**src/rtl/twr_pkg.sv**
```systemverilog
package twr_pkg;
  typedef enum logic [2:0] {
    ST_IDLE,
    ST_ADDR,
    ST_ACK_A,
    ST_RX,
    ST_ACK_R,
    ST_TX,
    ST_ACK_T
  } twr_state_t;
endpackage

```
**src/rtl/twr_line_sync.sv**
```systemverilog
module twr_line_sync #(
  parameter int STAGES = 2
) (
  input  logic clk,
  input  logic rst_n,
  input  logic scl_in,
  input  logic sda_in,
  output logic scl_s,
  output logic sda_s,
  output logic scl_rise,
  output logic scl_fall,
  output logic start_det,
  output logic stop_det
);
  logic [STAGES-1:0] scl_p;
  logic [STAGES-1:0] sda_p;
  logic scl_d, sda_d;

  for (genvar g = 0; g < STAGES; g++) begin : g_stage
    if (g == 0) begin : g_first
      always_ff @(posedge clk) begin
        if (!rst_n) begin
          scl_p[0] <= 1'b1;
          sda_p[0] <= 1'b1;
        end else begin
          scl_p[0] <= scl_in;
          sda_p[0] <= sda_in;
        end
      end
    end else begin : g_next
      always_ff @(posedge clk) begin
        if (!rst_n) begin
          scl_p[g] <= 1'b1;
          sda_p[g] <= 1'b1;
        end else begin
          scl_p[g] <= scl_p[g-1];
          sda_p[g] <= sda_p[g-1];
        end
      end
    end
  end

  always_ff @(posedge clk) begin
    if (!rst_n) begin
      scl_d <= 1'b1;
      sda_d <= 1'b1;
    end else begin
      scl_d <= scl_p[STAGES-1];
      sda_d <= sda_p[STAGES-1];
    end
  end

  assign scl_s     = scl_p[STAGES-1];
  assign sda_s     = sda_p[STAGES-1];
  assign scl_rise  = scl_s & ~scl_d;
  assign scl_fall  = ~scl_s & scl_d;
  // data edges while the clock stays high mark bus conditions
  assign start_det = scl_s & scl_d & sda_d & ~sda_s;
  assign stop_det  = scl_s & scl_d & ~sda_d & sda_s;
endmodule

```
**src/rtl/twr_addr_match.sv**
```systemverilog
module twr_addr_match #(
  parameter logic [6:0] DEV_ADDR  = 7'h10,
  parameter logic [6:0] ALT_RESET = 7'h36
) (
  input  logic       clk,
  input  logic       rst_n,
  input  logic [6:0] cand,
  input  logic       load,
  input  logic [6:0] load_val,
  output logic       hit,
  output logic [6:0] alt_addr
);
  always_ff @(posedge clk) begin
    if (!rst_n)    alt_addr <= ALT_RESET;
    else if (load) alt_addr <= load_val;
  end

  assign hit = (cand == DEV_ADDR) || (cand == alt_addr);
endmodule

```
**src/rtl/twowire_reg_slave.sv**
```systemverilog
module twowire_reg_slave
  import twr_pkg::*;
#(
  parameter logic [6:0]  DEV_ADDR     = 7'h10,
  parameter logic [6:0]  ALT_RESET    = 7'h36,
  parameter logic [15:0] ALT_REG_ADDR = 16'hFF00,
  parameter int          SYNC_N       = 2
) (
  input  logic        clk,
  input  logic        rst_n,
  input  logic        scl_in,
  input  logic        sda_in,
  output logic        sda_oe,
  output logic [15:0] reg_addr,
  output logic        reg_wr_en,
  output logic [7:0]  reg_wdata,
  input  logic [7:0]  reg_rdata
);
  localparam int BYTE_W = 8;
  localparam int PTR_W  = 2 * BYTE_W;
  localparam logic [3:0] BITS = 4'(BYTE_W);

  logic scl_s, sda_s, scl_rise, scl_fall, start_det, stop_det;
  twr_state_t state;
  logic [3:0]        cnt;
  logic [BYTE_W-1:0] rx_sh, tx_sh, wdata, rd_byte;
  logic [PTR_W-1:0]  ptr;
  logic [1:0]        rx_idx;
  logic              rw, m_ack, alt_wr, addr_hit, alt_sel;
  logic [6:0]        alt_addr;

  twr_line_sync #(.STAGES(SYNC_N)) u_sync (
    .clk(clk), .rst_n(rst_n), .scl_in(scl_in), .sda_in(sda_in),
    .scl_s(scl_s), .sda_s(sda_s), .scl_rise(scl_rise), .scl_fall(scl_fall),
    .start_det(start_det), .stop_det(stop_det)
  );

  twr_addr_match #(.DEV_ADDR(DEV_ADDR), .ALT_RESET(ALT_RESET)) u_match (
    .clk(clk), .rst_n(rst_n), .cand(rx_sh[7:1]), .load(alt_wr),
    .load_val(wdata[6:0]), .hit(addr_hit), .alt_addr(alt_addr)
  );

  always_comb begin
    alt_sel = (ptr == ALT_REG_ADDR);
    rd_byte = alt_sel ? {1'b0, alt_addr} : reg_rdata;
  end

  always_ff @(posedge clk) begin
    if (!rst_n) begin
      state     <= ST_IDLE;
      cnt       <= '0;
      rx_sh     <= '0;
      tx_sh     <= '0;
      wdata     <= '0;
      ptr       <= '0;
      rx_idx    <= '0;
      rw        <= 1'b0;
      m_ack     <= 1'b0;
      sda_oe    <= 1'b0;
      reg_wr_en <= 1'b0;
      alt_wr    <= 1'b0;
    end else begin
      reg_wr_en <= 1'b0;
      alt_wr    <= 1'b0;
      if (reg_wr_en || alt_wr) ptr <= ptr + 1'b1;

      if (stop_det) begin
        state  <= ST_IDLE;
        sda_oe <= 1'b0;
      end else if (start_det) begin
        state  <= ST_ADDR;
        cnt    <= '0;
        sda_oe <= 1'b0;
      end else begin
        unique case (state)
          ST_IDLE: ;
          ST_ADDR, ST_RX: begin
            if (scl_rise && cnt < BITS) begin
              rx_sh <= {rx_sh[BYTE_W-2:0], sda_s};
              cnt   <= cnt + 1'b1;
            end else if (scl_fall && cnt == BITS) begin
              if (state == ST_ADDR) begin
                if (addr_hit) begin
                  sda_oe <= 1'b1;
                  rw     <= rx_sh[0];
                  state  <= ST_ACK_A;
                end else begin
                  state <= ST_IDLE;
                end
              end else begin
                sda_oe <= 1'b1;
                state  <= ST_ACK_R;
                unique case (rx_idx)
                  2'd0:    ptr[PTR_W-1:BYTE_W] <= rx_sh;
                  2'd1:    ptr[BYTE_W-1:0]     <= rx_sh;
                  default: wdata               <= rx_sh;
                endcase
              end
            end
          end
          ST_ACK_A: begin
            if (scl_fall) begin
              cnt <= '0;
              if (rw) begin
                tx_sh  <= rd_byte;
                sda_oe <= ~rd_byte[BYTE_W-1];
                ptr    <= ptr + 1'b1;
                state  <= ST_TX;
              end else begin
                sda_oe <= 1'b0;
                rx_idx <= '0;
                state  <= ST_RX;
              end
            end
          end
          ST_ACK_R: begin
            if (scl_fall) begin
              sda_oe <= 1'b0;
              cnt    <= '0;
              state  <= ST_RX;
              if (rx_idx == 2'd2) begin
                if (alt_sel) alt_wr    <= 1'b1;
                else         reg_wr_en <= 1'b1;
              end else begin
                rx_idx <= rx_idx + 1'b1;
              end
            end
          end
          ST_TX: begin
            if (scl_fall) begin
              if (cnt == BITS - 4'd1) begin
                sda_oe <= 1'b0;
                state  <= ST_ACK_T;
              end else begin
                tx_sh  <= {tx_sh[BYTE_W-2:0], 1'b0};
                sda_oe <= ~tx_sh[BYTE_W-2];
                cnt    <= cnt + 1'b1;
              end
            end
          end
          ST_ACK_T: begin
            if (scl_rise) m_ack <= ~sda_s;
            if (scl_fall) begin
              if (m_ack) begin
                tx_sh  <= rd_byte;
                sda_oe <= ~rd_byte[BYTE_W-1];
                ptr    <= ptr + 1'b1;
                cnt    <= '0;
                state  <= ST_TX;
              end else begin
                state <= ST_IDLE;
              end
            end
          end
          default: state <= ST_IDLE;
        endcase
      end
    end
  end

  assign reg_addr  = ptr;
  assign reg_wdata = wdata;
endmodule

```
**config.mk**
```make
export PLATFORM = sky130hd
export DESIGN_NAME = twowire_reg_slave
export DESIGN_NICKNAME = d
export VERILOG_FILES = /design/src/rtl/twr_pkg.sv /design/src/rtl/twr_line_sync.sv /design/src/rtl/twr_addr_match.sv /design/src/rtl/twowire_reg_slave.sv
export SDC_FILE = /design/constraint.sdc
export NUM_CORES = 1
export LEC_CHECK = 0
export BUFFER_PORTS_ARGS = -buffer_cell sky130_fd_sc_hd__buf_2
export CORE_MARGIN = 10
export CORE_UTILIZATION = 57
export CTS_BUF_LIST = sky130_fd_sc_hd__clkbuf_16
export CTS_CLUSTER_DIAMETER = 60
export DETAILED_ROUTE_END_ITERATION = 8
export HOLD_SLACK_MARGIN = 0.03
export PLACE_DENSITY = 0.88
export REMOVE_ABC_BUFFERS = 1
export SLEW_MARGIN = 20
export SYNTH_ARGS = -nofsm -noshare
export SYNTH_HDL_FRONTEND = slang
export SYNTH_HIERARCHICAL = 1
export SYNTH_SLANG_ARGS = --single-unit
```
**constraint.sdc**
```tcl
create_clock -name clk -period 2.5 [get_ports clk]
set_input_delay 0.25 -clock clk [delete_from_list [all_inputs] [get_ports clk]]
set_output_delay 0.25 -clock clk [all_outputs]
set_load 0.005 [all_outputs]
```
==> impl_metrics.json <==
{
  "outcome": "finished, final reports clean",
  "start_util_pct": 59.7,
  "worst_setup_ep_type": "register",
  "post-layout-total-power_w": 0.00240,
  "io_pins": 38,
  "placeableCoreArea_mm2": 0.00691,
  "die-height_um": 105,
  "peakVddDrop_mv": 0.393,
  "clock_sink_count": 66,
  "finalHoldViolations": 0,
  "p_per_area_mw_per_mm2": 504,
  "clock-root-buffer": "sky130_fd_sc_hd__clkbuf_16",
  "synth-async-reset-ratio_pct": 0,
  "synthToLayoutAreaGrowth_pct": 15.4,
  "first_pass_iters": 5,
  "num_vias": 4320,
  "die_x_um": 105,
  "unrepaired_setup_endpoints_after_global_routing": "no",
  "maxCapViolations": 0,
  "wl_per_cell_um": 19.2,
  "clk_pin_slew_worst_paths_ps": 60,
  "first_pass_grt_wire_length_um": 20300,
  "antenna_found_initial": 0,
  "power.leakage_nw": 1.90,
  "synth-seq-area-share_pct": 32.0,
  "place.detailed.hpwl_um": 8520,
  "nets_finish": 564,
  "critical_path.top_delay_family": "compound AO/OA/AOI/OAI gates",
  "drt_iter0_markers": 634,
  "post_route_cells_drive_above_1_share_pct": 18.5,
  "grt.met1_usage_pct": 27.2,
  "finClkSkew_ps": 9.14,
  "antenna-diode-count": 0,
  "ys_ff_latch": 66,
  "timing.hold.worst.start": "sda_in",
  "gr-usage-all-layers_pct": 21.7,
  "maxSlewHeadroom_pct": 52.3,
  "worst_slew_pin_slew_ps": 709,
  "final_count_of_negative_setup_slack_endpoints": 0,
  "ys_warn_count": 6,
  "io_buffers": 37,
  "cp_slowest_cell": "sky130_fd_sc_hd__or4_1",
  "finalNonFillerCells": 646,
  "floorplan.die_area_mm2": 0.0110,
  "critical_path.max_stage_delay_ps": 520,
  "hold_path_end": "u_sync/sda_p[0]$_SDFF_PN1_",
  "drc": 0,
  "timing.final.max_slew_violations": 0,
  "worstRegToRegCells": 6,
  "critical_path.reg2reg.endpoint": "cnt[3]$_SDFFE_PN0P_",
  "busiest_layer": "met2",
  "required_ps": 2770,
  "tritoncts_clock_tree": "built",
  "grt_use_met2_pct": 33.7,
  "min_period_over_period_pct": 91.3,
  "cts_buffers": 9,
  "post_synth_inst_count": 499,
  "maximum_fanout_count_along_the_critical_path": 8,
  "totalNegativeSetupSlack_ps": 0,
  "cts_max_level": 3,
  "multi_input_comb_area_mm2": 0.00258,
  "gr-usage-met3_pct": 6.51,
  "clock_latency_of_the_later_clocked_register_in_the_worst_skew_pair_ps": 340,
  "hold_path_depth": 2,
  "gp_congestion": 0.956,
  "period_needed_ps": 2280,
  "clock.fmax_mhz": 438,
  "cts_setup_buffers": 0,
  "synthesized_area_divided_by_synthesized_cell_count_um2": 8.26,
  "finalHoldWorstSlack_ps": 94.8,
  "post_synth_edffs": 0,
  "clock_path_buffers": 2,
  "viasPerCell": 6.69,
  "yosysUniqueCellTypes": 67,
  "hold_path_class": "in -> reg",
  "netlist_area_mm2": 0.00412,
  "timing.critical_path.cells": "ha_1, and3b_1, a221o_1, a311o_1, or4_1, a21oi_1",
  "worstPathArrival_ps": 2550,
  "dp_cells": 630,
  "largest_net_degree_at_the_start_of_global_routing": 30,
  "rr_startpoint": "cnt[0]$_SDFFE_PN0P_",
  "fillers": 549,
  "synth_top_flop_cell": "sky130_fd_sc_hd__dfxtp_1",
  "start_kind": "register",
  "sequential_cell_area_mm2": 0.00132,
  "wp_buf_inv": 0,
  "grt_overflow_total": 0,
  "drt_wl_total_um": 12400,
  "timing_worst_setup_path_type": "reg -> reg",
  "ff2ff_setup_slack_ps": 220,
  "placementRows": 30,
  "number_of_nets_still_failing_antenna_checks_after_routing": 0,
  "first_global_vias": 4127
}
sequential cells by signal (all words and copies together), names as in the netlist:
| signal | flops |
|---|---|
| tx_sh | 7 |
| state | 3 |
| u_sync/scl_s | 1 |
| rx_sh | 8 |
| reg_wdata | 8 |
| m_ack | 1 |
| alt_wr | 1 |
| u_match/alt_addr | 7 |
| reg_wr_en | 1 |
| u_sync/sda_s | 1 |
| u_sync/sda_p | 1 |
| sda_oe | 1 |
| rx_idx | 2 |
| u_sync/scl_p | 1 |
| cnt | 4 |
| u_sync/scl_d | 1 |
| rw | 1 |
| u_sync/sda_d | 1 |
| reg_addr | 16 |
per-layer routing:
layer	wire length (µm)	vias up
met2	5440	324
met3	1540	62
li1	-	1939
met4	437	0
met5	0	-
met1	4950	1995
power by group:
part / total [W] / switching (W) / internal [W]
logic: 0.000121 / 0.0000724 / 0.0000486
registers: 0.00107 / 0.0000119 / 0.00106
clock network: 0.00120 / 0.000527 / 0.000678
total: 0.00240 / 0.000611 / 0.00179
worst max-delay path by stage:
stage | end | startpoint | cells past startpoint
2_1_floorplan | cnt[3]$_SDFFE_PN0P_ | u_sync/scl_d$_SDFF_PN1_ | 6
3_3_place_gp | cnt[3]$_SDFFE_PN0P_ | cnt[0]$_SDFFE_PN0P_ | 6
3_5_place_dp | cnt[3]$_SDFFE_PN0P_ | cnt[0]$_SDFFE_PN0P_ | 6
4_1_cts | cnt[3]$_SDFFE_PN0P_ | cnt[0]$_SDFFE_PN0P_ | 6
5_1_grt | cnt[2]$_SDFFE_PN0P_ | u_sync/scl_d$_SDFF_PN1_ | 6
6_report | cnt[3]$_SDFFE_PN0P_ | cnt[0]$_SDFFE_PN0P_ | 6
placed cells by master (no fill, tap or decap), types with 11 or more instances in the layout:
| cell type | instances |
|---|---|
| sky130_fd_sc_hd__nor3_1 | 14 |
| sky130_fd_sc_hd__o21ai_0 | 22 |
| sky130_fd_sc_hd__nor4_1 | 11 |
| sky130_fd_sc_hd__buf_2 | 37 |
| sky130_fd_sc_hd__a21oi_1 | 26 |
| sky130_fd_sc_hd__inv_1 | 16 |
| sky130_fd_sc_hd__o22ai_1 | 12 |
| sky130_fd_sc_hd__mux2i_1 | 34 |
| sky130_fd_sc_hd__nand2_1 | 40 |
| sky130_fd_sc_hd__buf_4 | 28 |
| sky130_fd_sc_hd__nor2_1 | 40 |
| sky130_fd_sc_hd__xnor2_1 | 16 |
| sky130_fd_sc_hd__nand3_1 | 15 |
| sky130_fd_sc_hd__dfxtp_1 | 65 |
through the flow:
| step | util [%] | setup WS [ps] | instance area, µm² |
|---|---|---|---|
| finish | 68.9 | 218 | 4760 |
| global route | 68.9 | 86.1 | 4760 |
| CTS | 68.9 | 218 | 4760 |
| detailed placement | 64.9 | 210 | 4480 |
| global placement | 64.9 | 272 | 4480 |
| floorplan | - | 33.4 | 3970 |
cells by family (layout without fill, tap and decap cells):
kind of cell,after synthesis,in the layout,synth area share [%]
simple gates,193,193,25.1
compound gates,117,117,19.0
flops,66,66,32.0
buf+inv,46,97,5.25
mux,44,44,11.0
xor+xnor,26,26,5.52
fa+ha+maj,7,7,2.12
Yosys cell counts, types with 10 or more instances:
library cell / n / area (µm²)
sky130_fd_sc_hd__a21oi_1: 26 / 130
sky130_fd_sc_hd__clkbuf_1: 19 / 71.3
sky130_fd_sc_hd__dfxtp_1: 66 / 1320
sky130_fd_sc_hd__inv_1: 16 / 60.1
sky130_fd_sc_hd__mux2_2: 10 / 113
sky130_fd_sc_hd__mux2i_1: 34 / 340
sky130_fd_sc_hd__nand2_1: 40 / 150
sky130_fd_sc_hd__nand2b_1: 10 / 62.6
sky130_fd_sc_hd__nand3_1: 15 / 75.1
sky130_fd_sc_hd__nor2_1: 40 / 150
sky130_fd_sc_hd__nor3_1: 14 / 70.1
sky130_fd_sc_hd__nor4_1: 11 / 68.8
sky130_fd_sc_hd__o21ai_0: 22 / 110
sky130_fd_sc_hd__o22ai_1: 12 / 75.1
sky130_fd_sc_hd__xnor2_1: 16 / 140
sky130_fd_sc_hd__xor2_1: 10 / 87.6
what timing repair did:
action | in CTS | in global routing
resized for setup | 0 | 1
endpoints found under the setup margin | 0 | 1
hold buffers | 0 | 0
area by class of cell:
cell class / instances / share of cell area [%]
Clock inverter: 7 / 1.08
Sequential cell: 66 / 27.8
Inverter: 16 / 1.26
Timing Repair Buffer: 65 / 8.31
Tap cell: 96 / 2.52
Multi-Input combinational cell: 387 / 54.3
Clock buffer: 9 / 4.73
(Power assumes the default switching activity.)
